**config.mk**
```make
export PLATFORM = sky130hd
export DESIGN_NAME = pts_sched
export DESIGN_NICKNAME = d
export VERILOG_FILES = /design/src/rtl/pts_sched_pkg.sv /design/src/rtl/pts_resolve.sv /design/src/rtl/pts_queue.sv /design/src/rtl/pts_sched.sv
export SDC_FILE = /design/constraint.sdc
export NUM_CORES = 1
export LEC_CHECK = 0
export ABC_CLOCK_PERIOD_IN_PS = 6030
export BUFFER_PORTS_ARGS = -buffer_cell sky130_fd_sc_hd__buf_2
export CELL_PAD_IN_SITES_DETAIL_PLACEMENT = 0
export CELL_PAD_IN_SITES_GLOBAL_PLACEMENT = 2
export CORE_MARGIN = 1
export CORE_UTILIZATION = 39
export CTS_CLUSTER_DIAMETER = 120
export DETAILED_ROUTE_END_ITERATION = 16
export GPL_TIMING_DRIVEN = 1
export PLACE_DENSITY_LB_ADDON = 0.1
export SYNTH_ARGS = -nofsm -noshare
export SYNTH_HDL_FRONTEND = slang
export SYNTH_SLANG_ARGS = --single-unit
```
**constraint.sdc**
```tcl
create_clock -name clk -period 6.03 [get_ports clk]
set_clock_uncertainty 0.1 [all_clocks]
set_input_delay 0 -clock clk [delete_from_list [all_inputs] [get_ports clk]]
set_output_delay 0 -clock clk [all_outputs]
set_load 0.01 [all_outputs]
```
**src/rtl/pts_sched_pkg.sv**
```systemverilog
package pts_sched_pkg;
    localparam int TS_W = 33;

    typedef logic [TS_W-1:0] ts_t;

    typedef struct packed {
        ts_t dts;
        ts_t pts;
    } unit_t;

    // Target reached when the modular distance now - tgt is in the lower half.
    function automatic logic ts_reached(ts_t now, ts_t tgt);
        ts_t d;
        d = now - tgt;
        return ~d[TS_W-1];
    endfunction
endpackage

```
**src/rtl/pts_resolve.sv**
```systemverilog
module pts_resolve
    import pts_sched_pkg::*;
#(
    parameter int GAP_MAX = 63000
) (
    input  logic  clk,
    input  logic  rst_n,
    input  logic  disc,
    input  logic  accept,
    input  logic  has_pts,
    input  logic  has_dts,
    input  logic  ref_pic,
    input  ts_t   pts,
    input  ts_t   dts,
    input  ts_t   incr,
    input  ts_t   offset,
    output logic  push,
    output unit_t ent,
    output logic  gap_err
);
    typedef struct packed {
        logic hist_v;
        ts_t  hist_dts;
        ts_t  hist_pts;
        logic ref_v;
        ts_t  ref_pts;
        logic err;
    } res_st_t;

    res_st_t st_d, st_q;
    logic    hist_ok, ref_ok;
    ts_t     raw_pts, raw_dts, gap;

    always_comb begin
        st_d    = st_q;
        hist_ok = st_q.hist_v & ~disc;
        ref_ok  = st_q.ref_v & ~disc;
        raw_pts = has_pts ? pts : st_q.hist_pts + incr;
        raw_dts = has_pts ? ((has_dts & ref_pic) ? dts : pts) : st_q.hist_dts + incr;
        gap     = pts - st_q.ref_pts;
        push    = accept & (has_pts | hist_ok);

        if (disc) begin
            st_d.hist_v = 1'b0;
            st_d.ref_v  = 1'b0;
        end
        if (push) begin
            st_d.hist_v   = 1'b1;
            st_d.hist_dts = raw_dts;
            st_d.hist_pts = raw_pts;
        end
        if (accept && has_pts) begin
            st_d.ref_v   = 1'b1;
            st_d.ref_pts = pts;
            if (ref_ok && !gap[TS_W-1] && gap > ts_t'(GAP_MAX))
                st_d.err = 1'b1;
        end

        ent.dts = raw_dts + offset;
        ent.pts = raw_pts + offset;
        gap_err = st_q.err;
    end

    always_ff @(posedge clk or negedge rst_n) begin
        if (!rst_n) st_q <= '0;
        else        st_q <= st_d;
    end
endmodule

```
**src/rtl/pts_queue.sv**
```systemverilog
module pts_queue
    import pts_sched_pkg::*;
#(
    parameter int DEPTH = 4
) (
    input  logic  clk,
    input  logic  rst_n,
    input  logic  push,
    input  logic  pop,
    input  unit_t wdata,
    output unit_t head,
    output logic  empty,
    output logic  full
);
    localparam int PW = (DEPTH > 1) ? $clog2(DEPTH) : 1;
    localparam int CW = $clog2(DEPTH + 1);

    typedef struct packed {
        unit_t [DEPTH-1:0] mem;
        logic  [PW-1:0]    rd;
        logic  [PW-1:0]    wr;
        logic  [CW-1:0]    cnt;
    } q_st_t;

    q_st_t st_d, st_q;
    logic  push_ok, pop_ok;

    function automatic logic [PW-1:0] ptr_next(logic [PW-1:0] p);
        return (p == PW'(DEPTH - 1)) ? '0 : p + 1'b1;
    endfunction

    always_comb begin
        st_d    = st_q;
        empty   = (st_q.cnt == '0);
        full    = (st_q.cnt == CW'(DEPTH));
        head    = st_q.mem[st_q.rd];
        push_ok = push & ~full;
        pop_ok  = pop & ~empty;

        if (push_ok) begin
            st_d.mem[st_q.wr] = wdata;
            st_d.wr           = ptr_next(st_q.wr);
        end
        if (pop_ok)
            st_d.rd = ptr_next(st_q.rd);

        case ({push_ok, pop_ok})
            2'b10:   st_d.cnt = st_q.cnt + 1'b1;
            2'b01:   st_d.cnt = st_q.cnt - 1'b1;
            default: st_d.cnt = st_q.cnt;
        endcase
    end

    always_ff @(posedge clk or negedge rst_n) begin
        if (!rst_n) st_q <= '0;
        else        st_q <= st_d;
    end
endmodule

```
**src/rtl/pts_sched.sv**
```systemverilog
module pts_sched
    import pts_sched_pkg::*;
#(
    parameter int DEPTH   = 4,
    parameter int GAP_MAX = 63000
) (
    input  logic            clk,
    input  logic            rst_n,
    input  logic [TS_W-1:0] stc,
    input  logic [TS_W-1:0] lat_offset,
    input  logic [TS_W-1:0] unit_incr,
    input  logic            disc,
    input  logic            in_valid,
    output logic            in_ready,
    input  logic            in_has_pts,
    input  logic            in_has_dts,
    input  logic            in_ref_pic,
    input  logic [TS_W-1:0] in_pts,
    input  logic [TS_W-1:0] in_dts,
    output logic            dec_stb,
    output logic [TS_W-1:0] dec_time,
    output logic            pres_stb,
    output logic [TS_W-1:0] pres_time,
    output logic            gap_err
);
    typedef struct packed {
        logic dec_done;
        logic dec_stb;
        ts_t  dec_time;
        logic pres_stb;
        ts_t  pres_time;
    } top_st_t;

    top_st_t st_d, st_q;
    logic    accept, push, pop, q_empty, q_full;
    logic    dec_fire, pres_fire;
    unit_t   new_unit, head;

    pts_resolve #(.GAP_MAX(GAP_MAX)) u_resolve (
        .clk     (clk),
        .rst_n   (rst_n),
        .disc    (disc),
        .accept  (accept),
        .has_pts (in_has_pts),
        .has_dts (in_has_dts),
        .ref_pic (in_ref_pic),
        .pts     (in_pts),
        .dts     (in_dts),
        .incr    (unit_incr),
        .offset  (lat_offset),
        .push    (push),
        .ent     (new_unit),
        .gap_err (gap_err)
    );

    pts_queue #(.DEPTH(DEPTH)) u_queue (
        .clk   (clk),
        .rst_n (rst_n),
        .push  (push),
        .pop   (pop),
        .wdata (new_unit),
        .head  (head),
        .empty (q_empty),
        .full  (q_full)
    );

    always_comb begin
        st_d      = st_q;
        in_ready  = ~q_full;
        accept    = in_valid & in_ready;
        dec_fire  = ~q_empty & ~st_q.dec_done & ts_reached(stc, head.dts);
        pres_fire = ~q_empty &  st_q.dec_done & ts_reached(stc, head.pts);
        pop       = pres_fire;

        st_d.dec_stb  = dec_fire;
        st_d.pres_stb = pres_fire;
        if (dec_fire) begin
            st_d.dec_done = 1'b1;
            st_d.dec_time = head.dts;
        end
        if (pres_fire) begin
            st_d.dec_done  = 1'b0;
            st_d.pres_time = head.pts;
        end

        dec_stb   = st_q.dec_stb;
        dec_time  = st_q.dec_time;
        pres_stb  = st_q.pres_stb;
        pres_time = st_q.pres_time;
    end

    always_ff @(posedge clk or negedge rst_n) begin
        if (!rst_n) st_q <= '0;
        else        st_q <= st_d;
    end
endmodule

```
* Yosys cells after proc, flatten, opt, wreduce, memory -nomap -nowiden
Index checks and enable logic that the tools add are counted.
** Operators by class
- Add/sub/neg operators :: 11
- Order comparisons :: 4
- Eq/ne operators :: 5
- Mux-type cells :: 17
- Bitwise operators :: 18
- Reduce and logical (&&, ||, !) cells :: 11
** Operators with widths (number)
- 264-bit bitwise mux :: 1
- 33-bit adder :: 4
- 66-bit binary-select mux with 2-bit select :: 1
- 66-bit demux with 2-bit select :: 1
- 66-bit two-way mux :: 2
- 33-bit two-way mux :: 3
- 33-bit subtractor :: 3
- 67-bit two-way mux :: 1
- 35-bit two-way mux :: 1
- 33-bit by 16-bit greater-than comparator with 1-bit output (second input constant) :: 1
- 1-bit AND :: 11
- 2-bit nonzero test :: 4
- 2-bit == test (second input constant) :: 3
- 2-bit by 3-bit < comparator with 1-bit output (second input constant) :: 2
- 1-bit inverter :: 6
- 3-bit case mux with 2 select lines :: 1
- 2-bit by 1-bit adder with 2-bit output (second input constant) :: 2
- 1-bit logical AND :: 4
- 1-bit two-way mux :: 4
- 2-bit two-way mux :: 2
- 3-bit by 1-bit adder with 3-bit output (second input constant) :: 1
- 3-bit == test (second input constant) :: 1
- 3-bit logical NOT :: 1
- 3-bit by 1-bit subtractor with 3-bit output (second input constant) :: 1
- other kinds (5) :: 5
** Storage, ports and cells
- Flip-flop bits (word level) :: 442
- Input port bits :: 172
- Output and inout bits :: 70

* Longest topological paths before layout
Gate-level depths: netlist of run 1.
- Depth after elaboration :: 8
- Mapped depth :: 23

* By module
Synthesis of run 1 repeated with hierarchy kept, for this count alone.
** Second synthesis, totals
- Cell total of the unflattened synthesis :: 2754
- Area, all modules :: 29555.8 sq um
** By module, submodules not included
- pts_resolve :: instances 1, cells an instance 1626, area each 12894.9 sq um, sequential area each 2552.4 sq um
- pts_queue :: instances 1, cells an instance 680, area each 11855.1 sq um, sequential area each 6781.5 sq um
- pts_sched :: instances 1, cells an instance 448, area each 4805.9 sq um, sequential area each 1726.7 sq um

* Worst setup path after synthesis of run 1
Ideal clock, no wire load.
- Kind :: register to register
- Start point :: reg u_queue.st_q[5] in the netlist's numbering
- End point :: reg u_queue.st_q[2] in the netlist's numbering
- Arrival :: 4809 ps
- Setup slack :: 1042 ps
- Stages on the path, launching flop included :: 24
- Buffers on the path :: 4
- Clock period less this slack :: 4988 ps
- Cell sequence :: dfrtp_1 > buf_6 > clkbuf_1 > buf_1 > mux4_2 > inv_1 > ha_1 > a21o_1 > a21o_1 > a21o_1 > a21o_1 > a21o_1 > a21oi_1 > o221ai_2 > mux2_4 > nand2_4 > buf_6 > inv_1 > ha_1 > inv_1 > fa_1 > xor2_1 > nor2_1 > xor2_1
** On the way
- Cells in the longest elaborated chain, start to end :: 8
- Elaborated cells between the ends (all ways) :: 10
- Classes of those cells :: 1 x add/sub; 2 x eq/ne; 3 x mux; 3 x bitwise; 1 x reduce/logical
** RTL lines
- from (decl) :: line pts_queue.sv:25 : q_st_t st_d, st_q;
- from (signal assigned) :: line pts_queue.sv:56 : else st_q <= st_d;
- 66-bit binary-select mux with 2-bit select (*) :: line pts_queue.sv:36 : head = st_q.mem[st_q.rd];
- 66-bit two-way mux (not written as such) (*) :: line pts_queue.sv:36
- 33-bit subtractor (*) :: line pts_sched_pkg.sv:14 : d = now - tgt;
- 1-bit inverter (*) :: line pts_sched_pkg.sv:15 : return ~d[TS_W-1];
- 1-bit AND (*) :: line pts_sched.sv:72 : pres_fire = ~q_empty & st_q.dec_done & ts_reached(stc, head.pts);
- 1-bit AND (*) :: line pts_queue.sv:38 : pop_ok = pop & ~empty;
- via u_queue.pop_ok :: line pts_queue.sv:26 : logic push_ok, pop_ok;
- 2-bit by 1-bit == test with 1-bit output / 2-bit == test (equally long branches) :: line pts_queue.sv:47 : case ({push_ok, pop_ok})
- 3-bit case mux with 2 select lines / 2-bit nonzero test (equally long branches)
Mark *: on every way through the listed nets, which the timed path passes. The rest lies on a longest branch. The select of a mux whose other input is x is not followed.
A chain may end at the register's enable or synchronous reset.

* Final worst setup path of run 1
- Start point :: reg u_resolve.st_q[36] in the netlist's numbering
- End point :: reg u_queue.st_q[32] in the netlist's numbering
** On the way
- Cells in the longest elaborated chain, start to end :: 4
** RTL lines
- from (decl) :: line pts_resolve.sv:30 : res_st_t st_d, st_q;
- from (signal assigned) :: line pts_resolve.sv:66 : else st_q <= st_d;
- 33-bit adder :: line pts_resolve.sv:38 : raw_pts = has_pts ? pts : st_q.hist_pts + incr;
- 33-bit two-way mux :: line pts_resolve.sv:38
- via u_resolve.raw_pts[5] :: line pts_resolve.sv:32 : ts_t raw_pts, raw_dts, gap;
- 33-bit adder :: line pts_resolve.sv:60 : ent.pts = raw_pts + offset;
- 264-bit bitwise mux :: line pts_queue.sv:41 : st_d.mem[st_q.wr] = wdata;
The timed path passes the listed nets, and every way through them passes these cells.

==> flow_summary.yaml, run 1 <==
logic_synthesis:
  yosys_warnings: 0
  synth_edf_count: 0
  synth.top_cell.area_share: 0.379
  synth_fa_ha_area_frac: 0.102
  synth_simple_gate_area_frac: 0.128
  synth.ff_latch_count: 442
  avgSynthCellArea_sq_um: 9.45
  syn_area_sq_um: 29200
  synthCells: 3090
  yosysTopAreaCell: "dfrtp_1"
  synth-main-ff-cell: "dfrtp_1"
  synthMuxAreaShare: 0.115
  async_flop_share: 1.00
  synth_cell_types: 93
  synth_top_family_by_area: "compound AO/OA/AOI/OAI gates"
  synth_xor_area_frac: 0.0380
  synth_compound_area_frac: 0.183
  synth-seq-area-share: 0.379
  synth_area_leaders: "dfrtp_1 38%, ha_1 9.8%, o21ai_0 6.9%"
  syn_nets: 3497
clocking:
  cts_buffers: 53
  cts-root-buf: "clkbuf_16"
  worstSkewPairLatency_ps: 620
  cts_sinks: 442
  cts_tree: "built"
  clock_path_buffers: 3
  clk_pin_slew_ps: 60
  h-tree-depth: 2
  cts_setup_buffers: 0
routing:
  drt_pass1_iterations: 5
  first_iter_violations: 1383
  ant_nets: 0
  wl_microns: 88300
  vias: 23715
  drc: 0
  via_per_inst: 5.46
  wl_per_cell_microns: 20.3
global_route:
  grt_pass1_vias: 23470
  grt_max_degree: 150
  grt_usage: 0.229
  antenna_found_initial: 9
  grt-ovfl-total: 0
  grt_pass1_wl_microns: 134000
worst_setup_path:
  crit_arrival_ps: 5920
  crit_chain: "ha_1 -> a21o_1 -> a21oi_1 -> o21bai_1 -> a21oi_1 -> xnor2_1 -> dlygate4sd3_1 -> nand2_1 -> nand2_1 -> ha_1 -> a2111oi_0 -> o21ai_0 -> a41oi_1 -> o21ai_1 -> a211oi_1 -> o21ai_1 -> a41oi_1 -> xor2_1 -> o21ai_0"
  crit_path_start_kind: "flop"
  worstSetupEndpointType: "flop"
  cpMaxStageDelayCell: "dlygate4sd3_1"
  required_ps: 6360
  slowest_delay_ps: 560
  critPathBufInv: 1
  criticalPathCategory: "flop to flop"
  cp_max_fo: 5
  path_delay_family: "compound AO/OA/AOI/OAI gates"
place:
  pre_cts_slack_ps: 450
  io_buffers: 241
  place.gp.congestion: 0.862
  hpwl_microns: 66300
timing:
  worst-slew-pin-transition_ps: 1090
  timing.final.ws_setup_ps: 440
  grt_setup_unrepaired: "false"
  setup_viol: 0
  layout_worst_path_cycle_share: 0.927
  fmax_ghz: 0.179
  fin_setup_tns_ps: 0
  layout_min_cycle_time_ps: 5590
  final_max_slew_viol_count: 0
  max-slew-margin-rel: 0.270
  finalHoldViolations: 0
pwr:
  p_per_area_nw_per_um2: 579
  p_leak_nw: 16.1
  p_total_mw: 19.8
  peakVddDrop_uv: 254
min_path:
  hp-class: "input pin to flop"
job:
  maxCapViolCount: 0
floorplan:
  die_w_microns: 276
  start_util: 0.397
  die-area_sq_um: 76000
  rows: 99
  core_area_sq_um: 73600
  io_pins: 242
  die_y_microns: 276
status:
  status: "finished clean"
finish:
  nets: 3750
  layout_common_cells: "448 x nand2_1, 440 x dfrtp_1, 401 x o21ai_0"
  drive_gt1_frac: 0.175
  area_growth_pct: 16.8
  mostFrequentLayoutCell: "nand2_1"
  fill_cells: 7104
-- per-layer routing --
layer	up-vias	wire length, microns	GRT usage
li1	11474	-	-
met1	11559	41100	0.314
met2	519	40800	0.373
met3	147	3590	0.0296
met4	16	2770	0.0752
met5	-	92	0
-- stage by stage --
stage | area, sq um | cells | utilization | hold slack (ps)
floorplan | 29200 | 3090 | - | -396
global placement | 31000 | 4135 | 0.421 | -38.3
detailed placement | 31000 | 4135 | 0.421 | -25.8
CTS | 34100 | 4345 | 0.464 | 2.31
global route | 34100 | 4345 | 0.464 | 53.5
finish | 34100 | 4346 | 0.464 | 41.3
-- layout make-up --
cell class,instances,area (sq um),share of cell area
Multi-Input combinational cell,2295,16600,0.486
Sequential cell,442,11100,0.324
Timing Repair Buffer,394,2730,0.0800
Clock buffer,73,1510,0.0443
Tap cell,959,1200,0.0352
Inverter,157,589,0.0173
Clock inverter,25,450,0.0132
Antenna cell,1,2.50,0.0000733
-- report_power, final --
| group | internal (mW) | switching [mW] |
|---|---|---|
| clock network | 2.19 | 1.35 |
| registers | 4.32 | 0.733 |
| logic | 4.84 | 6.32 |
| total | 11.4 | 8.41 |
-- state kept, by name (all words and copies together), names as in the netlist --
register and count:
u_resolve.gap_err 1, dec_time 33, dec_stb 1, pres_stb 1
pres_time 33, st_q 1, u_resolve.st_q 101, u_queue.st_q 271
-- worst min-delay path, cell delays in order --
cell	delay, ps
buf_2	140
ha_1	240
xor2_1	170
o21ai_0	160
-- repair_timing --
action,4_1_cts,5_1_grt
hold buffers,112,0
gates resized for setup,0,1
hold endpoints to repair,319,0
endpoints found under the setup margin,0,4
-- synthesized netlist by cell type (39+ instances only) --
| cell type | n |
|---|---|
| buf_4 | 66 |
| nand3_1 | 39 |
| a21o_1 | 75 |
| inv_1 | 157 |
| dfrtp_1 | 442 |
| ha_1 | 229 |
| mux4_2 | 66 |
| mux2_4 | 48 |
| nor2_1 | 127 |
| xor2_1 | 52 |
| mux2_2 | 64 |
| a21oi_1 | 164 |
| nor3_1 | 40 |
| xnor2_1 | 72 |
| clkbuf_1 | 97 |
| nand2_1 | 453 |
| o21ai_0 | 401 |
-- final timing paths --
path                                           startpoint                             end  slack (ps)  depth (start not counted)
max                        u_resolve.st_q[36]$_DFFE_PN0P_    u_queue.st_q[32]$_DFFE_PN0P_         440                         19
min                                        lat_offset[25]   u_queue.st_q[263]$_DFFE_PN0P_          40                          4
max reg2reg                u_resolve.st_q[36]$_DFFE_PN0P_    u_queue.st_q[32]$_DFFE_PN0P_         440                         19
min reg2reg                  u_queue.st_q[27]$_DFFE_PN0P_    u_queue.st_q[27]$_DFFE_PN0P_         370                          2
max in group asynchronous                           rst_n  u_resolve.st_q[25]$_DFFE_PN0P_        4460                          4
min in group asynchronous                           rst_n        pres_time[7]$_DFFE_PN0N_         510                          4
-- logic make-up after synthesis --
| family | Yosys count |
|---|---|
| buffers and inverters | 353 |
| muxes | 220 |
| AOI/OAI and AO/OA | 883 |
| and+or+nand+nor | 832 |
| xor gates and xnor gates | 125 |
| DFF | 442 |
| adders and majority gates | 235 |
(Power assumes the default switching activity.)
==> run 2: changes to the inputs <==
--- a/config.mk
+++ b/config.mk
@@ -14,7 +14,7 @@
 export CTS_CLUSTER_DIAMETER = 120
 export DETAILED_ROUTE_END_ITERATION = 16
 export GPL_TIMING_DRIVEN = 1
-export PLACE_DENSITY_LB_ADDON = 0.1
+export PLACE_DENSITY_LB_ADDON = 0.2
 export SYNTH_ARGS = -nofsm -noshare
 export SYNTH_HDL_FRONTEND = slang
 export SYNTH_SLANG_ARGS = --single-unit
==> run 2 against run 1 <==
Clock-buffer cell count shrank 3. First-iteration DRC count grew 3.4%. Via count shrank 0.16%. Critical path type unchanged.
==> flow_summary.yaml, run 2 (synthesized netlist as in run 1, its figures left out) <==
clocking:
  worstSkewPairLatency_ps: 610
  cts-root-buf: "clkbuf_16"
  h-tree-depth: 2
  cts_buffers: 52
  cts_sinks: 442
  clk_pin_slew_ps: 60
  clock_path_buffers: 3
  cts_tree: "built"
floorplan:
  rows: 99
  core_area_sq_um: 73600
  die-area_sq_um: 76000
  start_util: 0.397
  die_w_microns: 276
  die_y_microns: 276
  io_pins: 242
routing:
  drc: 0
  wl_met2_microns: 40400
  via_per_inst: 5.46
  ant_nets: 0
  wl_met3_microns: 3800
  wl_microns: 87500
  drt_pass1_iterations: 5
  wl_met1_microns: 40400
  vias: 23676
  wl_per_cell_microns: 20.2
  highest_layer: "met5"
  first_iter_violations: 1430
place:
  io_buffers: 241
  hpwl_microns: 65400
  pre_cts_slack_ps: 444
  placed_cells: 4125
  place.gp.congestion: 0.907
timing:
  fin_setup_tns_ps: 0
  layout_min_cycle_time_ps: 5740
  fmax_ghz: 0.174
  timing.final.ws_setup_ps: 287
  worst-slew-pin-transition_ps: 1100
  max-slew-margin-rel: 0.266
  layout_worst_path_cycle_share: 0.952
  final_max_slew_viol_count: 0
  setup_viol: 0
  hold_ws_ps: 16.1
  finalHoldViolations: 0
finish:
  regMostFlops: "u_queue.st_q"
  drive_gt1_frac: 0.175
  instances_no_fill: 4336
  largest_reg_flops: 271
  nets: 3740
  layout_common_cells: "448 x nand2_1, 440 x dfrtp_1, 401 x o21ai_0"
  area_growth_pct: 15.9
  mostFrequentLayoutCell: "nand2_1"
  reg_top3: "u_queue.st_q x271, u_resolve.st_q x101"
worst_setup_path:
  required_ps: 6390
  cp_max_fo: 6
  crit_start: "u_resolve.st_q[40]$_DFFE_PN0P_"
  r2r_start: "u_resolve.st_q[40]$_DFFE_PN0P_"
  worstSetupEndpointType: "flop"
  crit_arrival_ps: 6100
  crit_path_start_kind: "flop"
  criticalPathCategory: "flop to flop"
  ff2ff_setup_slack_ps: 290
  reg2reg_depth: 23
  r2r_end: "u_queue.st_q[237]$_DFFE_PN0P_"
global_route:
  grt_pass1_wl_microns: 135000
  grt_max_degree: 172
  grt_usage: 0.231
  antenna_found_initial: 8
  grt-ovfl-total: 0
  grt_pass1_vias: 23528
min_path:
  hp-class: "input pin to async pin"
pwr:
  p_leak_nw: 16.0
  peakVddDrop_uv: 267
  p_total_mw: 19.3
  p_per_area_nw_per_um2: 571
job:
  maxCapViolCount: 0
status:
  status: "finished clean"
-- run 2: cell types whose count changed in the layout (fill, tap and decap cells not counted), sizes merged --
cell / change
buf: -6
clkbuf: -3
clkinv: +6
bufinv: -7
inv: +2
dlygate4sd3: -3
clkinvlp: +1
-- run 2: how the worst max path moves through the flow --
| stage | endpoint | slack [ps] |
|---|---|---|
| 6_report | u_queue.st_q[237]$_DFFE_PN0P_ | 290 |
| 2_1_floorplan | u_queue.st_q[2]$_DFFE_PN0P_ | 1040 |
| 3_5_place_dp | u_queue.st_q[72]$_DFFE_PN0P_ | 440 |
| 4_1_cts | u_queue.st_q[171]$_DFFE_PN0P_ | 110 |
| 3_3_place_gp | u_queue.st_q[204]$_DFFE_PN0P_ | 550 |
| 5_1_grt | u_queue.st_q[171]$_DFFE_PN0P_ | -40 |
-- run 2: metal layers --
layer,vias up,global-route usage
li1,11483,-
met1,11485,0.320
met2,542,0.371
met3,150,0.0286
met4,16,0.0765
met5,-,0
-- run 2: report_power, final --
group	switching (mW)	leakage [nW]	internal, mW
registers	0.711	5.51	4.32
clock network	1.34	0.864	1.87
logic	6.30	9.64	4.80
-- run 2: cell type report --
class                           instances  area [sq um]
Fill cell                            7108         39700
Multi-Input combinational cell       2295         16600
Sequential cell                       442         11100
Timing Repair Buffer                  385          2640
Clock buffer                           70          1490
Tap cell                              959          1200
Inverter                              157           589
Clock inverter                         27           264
Antenna cell                            1          2.50
-- run 2: timing repair --
item	4_1_cts	5_1_grt
buffers inserted	0	4
hold buffers	109	0
hold endpoints to repair	292	0
endpoints found under the setup margin	0	31
resized for setup	0	10
-- run 2: critical path: stages (launching register included) --
cell and delay (ps):
dfrtp_1 390, ha_1 340, a21o_1 210, or3_1 340, o21ai_2 210, a21boi_1 110
o21ai_0 240, a21oi_1 130, o21a_1 200, o21ai_0 130, dlygate4sd3_1 560, nand3_1 90
nand2_1 160, ha_2 320, and4_1 190, a32oi_2 250, nand2_2 120, o41ai_4 280
buf_4 190, o21ai_4 90, or4b_1 510, nand3_1 110, xnor2_1 200, o21ai_1 110
-- run 2: metrics by stage --
stage	util	instance area, sq um
after floorplan	-	29200
after global routing	0.460	33900
after CTS	0.459	33800
final	0.460	33900
after detailed placement	0.420	30900
after global placement	0.420	30900
==> run 3: changes to the inputs <==
--- a/config.mk
+++ b/config.mk
@@ -5,7 +5,7 @@
 export SDC_FILE = /design/constraint.sdc
 export NUM_CORES = 1
 export LEC_CHECK = 0
-export ABC_CLOCK_PERIOD_IN_PS = 6030
+export ABC_CLOCK_PERIOD_IN_PS = 5600
 export BUFFER_PORTS_ARGS = -buffer_cell sky130_fd_sc_hd__buf_2
 export CELL_PAD_IN_SITES_DETAIL_PLACEMENT = 0
 export CELL_PAD_IN_SITES_GLOBAL_PLACEMENT = 2
@@ -14,7 +14,7 @@
 export CTS_CLUSTER_DIAMETER = 120
 export DETAILED_ROUTE_END_ITERATION = 16
 export GPL_TIMING_DRIVEN = 1
-export PLACE_DENSITY_LB_ADDON = 0.2
+export PLACE_DENSITY_LB_ADDON = 0.1
 export SYNTH_ARGS = -nofsm -noshare
 export SYNTH_HDL_FRONTEND = slang
 export SYNTH_SLANG_ARGS = --single-unit
==> constraint.sdc (replaced) <==
create_clock -name clk -period 5.6 [get_ports clk]
set_clock_uncertainty 0.1 [all_clocks]
set_input_delay 0 -clock clk [delete_from_list [all_inputs] [get_ports clk]]
set_output_delay 0 -clock clk [all_outputs]
set_load 0.01 [all_outputs]
==> run 3 against run 2 <==
Hold slack worse by 43 ps. Register-to-register slack got worse by 40 ps. Highest routed layer unchanged. Core utilization is 0.26 points higher. The run now ends with hold timing left. Sequential power rose by 7.8%. Die area unchanged. Routed wire length is 0.48% higher. Fmax grew 7.3%. Setup slack lost 41 ps. Via count fell by 0.63%. Cell count increased by 0.16%. Sequential share of layout area decreased by 0.18 points. Combinational power grew 9.9%.
==> flow_summary.yaml, run 3 (synthesized netlist as in run 1, its figures left out) <==
status:
  status: "finished with violations"
  violations: "hold timing"
finish:
  fin_util: 0.463
  fill_cells: 7120
  instances_no_fill: 4343
  area_growth_pct: 16.5
  nets: 3751
  regMostFlops: "u_queue.st_q"
  drive_gt1_frac: 0.181
  stdcell_area_sq_um: 34000
  mostFrequentLayoutCell: "nand2_1"
  largest_reg_flops: 271
  layout_common_cells: "448 x nand2_1, 440 x dfrtp_1, 396 x o21ai_0"
  regArea_sq_um: 11100
  reg_top3: "u_queue.st_q x271, u_resolve.st_q x101"
  multiInputGateArea_sq_um: 16600
clocking:
  clock_path_buffers: 3
  cts_tree: "built"
  clk_pin_slew_ps: 60
  cts-root-buf: "clkbuf_16"
  cts_sinks: 442
  h-tree-depth: 2
  worstSkewPairLatency_ps: 610
  cts_buffers: 53
worst_setup_path:
  criticalPathCategory: "flop to flop"
  crit_chain: "ha_1 -> inv_1 -> fa_1 -> nand2b_1 -> a21oi_2 -> nor2_1 -> xor2_1 -> o21ai_0 -> buf_4 -> ha_1 -> a2111oi_0 -> o21ai_0 -> a41oi_1 -> o21ai_1 -> buf_4 -> a211oi_1 -> buf_4 -> nor2_1 -> xnor2_1 -> o21ai_0"
  crit_path_start_kind: "flop"
  reg2reg_depth: 20
  crit_arrival_ps: 5700
  r2r_end: "u_queue.st_q[30]$_DFFE_PN0P_"
  slowest_delay_ps: 530
  cpMaxStageDelayCell: "a2111oi_0"
  path_delay_family: "compound AO/OA/AOI/OAI gates"
  worstSetupEndpointType: "flop"
  critPathBufInv: 4
  required_ps: 5950
  ff2ff_setup_slack_ps: 250
  cp_max_fo: 4
  r2r_start: "u_resolve.st_q[35]$_DFFE_PN0P_"
floorplan:
  die_y_microns: 276
  rows: 99
  core_area_sq_um: 73600
  die_w_microns: 276
  die-area_sq_um: 76000
  io_pins: 242
  start_util: 0.397
routing:
  via_per_inst: 5.42
  first_iter_violations: 1504
  drc: 0
  ant_nets: 0
  drt_pass1_iterations: 5
  highest_layer: "met5"
  wl_per_cell_microns: 20.2
  wl_met3_microns: 3060
  vias: 23526
  wl_met2_microns: 40500
  wl_microns: 87900
  wl_met1_microns: 42100
global_route:
  grt-ovfl-total: 0
  grt_max_degree: 142
  grt_pass1_vias: 23537
  grt_pass1_wl_microns: 136000
  grt_usage: 0.232
  antenna_found_initial: 6
min_path:
  hp-class: "input pin to async pin"
timing:
  setup_viol: 0
  final_max_slew_viol_count: 0
  hold_ws_ps: -27.0
  timing.final.ws_setup_ps: 246
  layout_min_cycle_time_ps: 5350
  max-slew-margin-rel: 0.297
  finalHoldViolations: 3
  fin_setup_tns_ps: 0
  fmax_ghz: 0.187
  worst-slew-pin-transition_ps: 1050
  layout_worst_path_cycle_share: 0.956
pwr:
  switching_share: 0.427
  switchingPower_mw: 9.09
  p_comb_frac: 0.575
  clkPwrFrac: 0.170
  seq_power_share: 0.255
  p_int_mw: 12.2
  p_per_area_nw_per_um2: 625
  p_leak_nw: 16.1
  peakVddDrop_uv: 299
  p_total_mw: 21.3
place:
  hpwl_microns: 65800
  io_buffers: 241
  pre_cts_slack_ps: 132
  placed_area_sq_um: 31100
  place.gp.congestion: 0.915
  placed_cells: 4146
job:
  maxCapViolCount: 0
[run 3: cell types whose count changed in the layout (fill, tap and decap cells not counted), sizes merged]
cell / delta
bufinv: +4
dlygate4sd3: -7
clkinv: -4
buf: +17
clkinvlp: -2
inv: -1
[run 3: power by group through the flow]
stage	clock, mW	combinational [mW]	sequential, mW
6_report	3.63	12.2	5.42
5_1_grt	3.87	13.6	5.61
4_1_cts	3.74	12.2	5.42
3_5_place_dp	0	12.1	5.47
3_3_place_gp	0	11.9	5.38
2_1_floorplan	0	8.94	5.20
[run 3: layer usage]
metal / track usage / vias to the layer above
li1: - / 11482
met1: 0.328 / 11461
met2: 0.374 / 445
met3: 0.0278 / 126
met4: 0.0603 / 12
met5: 0 / -
[run 3: how the worst max path moves through the flow]
stage                                         endpoint                            from  slack, ps  cells past startpoint
final                     u_queue.st_q[30]$_DFFE_PN0P_  u_resolve.st_q[35]$_DFFE_PN0P_        250                     20
after global routing      u_queue.st_q[39]$_DFFE_PN0P_  u_resolve.st_q[44]$_DFFE_PN0P_        -20                     20
after CTS                 u_queue.st_q[39]$_DFFE_PN0P_  u_resolve.st_q[35]$_DFFE_PN0P_        100                     21
after detailed placement  u_queue.st_q[39]$_DFFE_PN0P_  u_resolve.st_q[35]$_DFFE_PN0P_        130                     21
after global placement    u_queue.st_q[71]$_DFFE_PN0P_  u_resolve.st_q[68]$_DFFE_PN0P_        210                     20
after floorplan            u_queue.st_q[2]$_DFFE_PN0P_     u_queue.st_q[5]$_DFFE_PN0P_        610                     23
[run 3: timing repair]
item | 4_1_cts | 5_1_grt
setup endpoints to repair | 0 | 52
buffers inserted | 0 | 1
hold buffers | 101 | 0
hold endpoints to repair | 314 | 0
gates resized for setup | 0 | 24
[run 3: final cells by class]
| cell class | count | share of cell area |
|---|---|---|
| Inverter | 157 | 0.0173 |
| Antenna cell | 1 | 0.0000735 |
| Multi-Input combinational cell | 2295 | 0.489 |
| Sequential cell | 442 | 0.325 |
| Tap cell | 959 | 0.0352 |
| Clock inverter | 24 | 0.00989 |
| Clock buffer | 70 | 0.0435 |
| Timing Repair Buffer | 395 | 0.0801 |
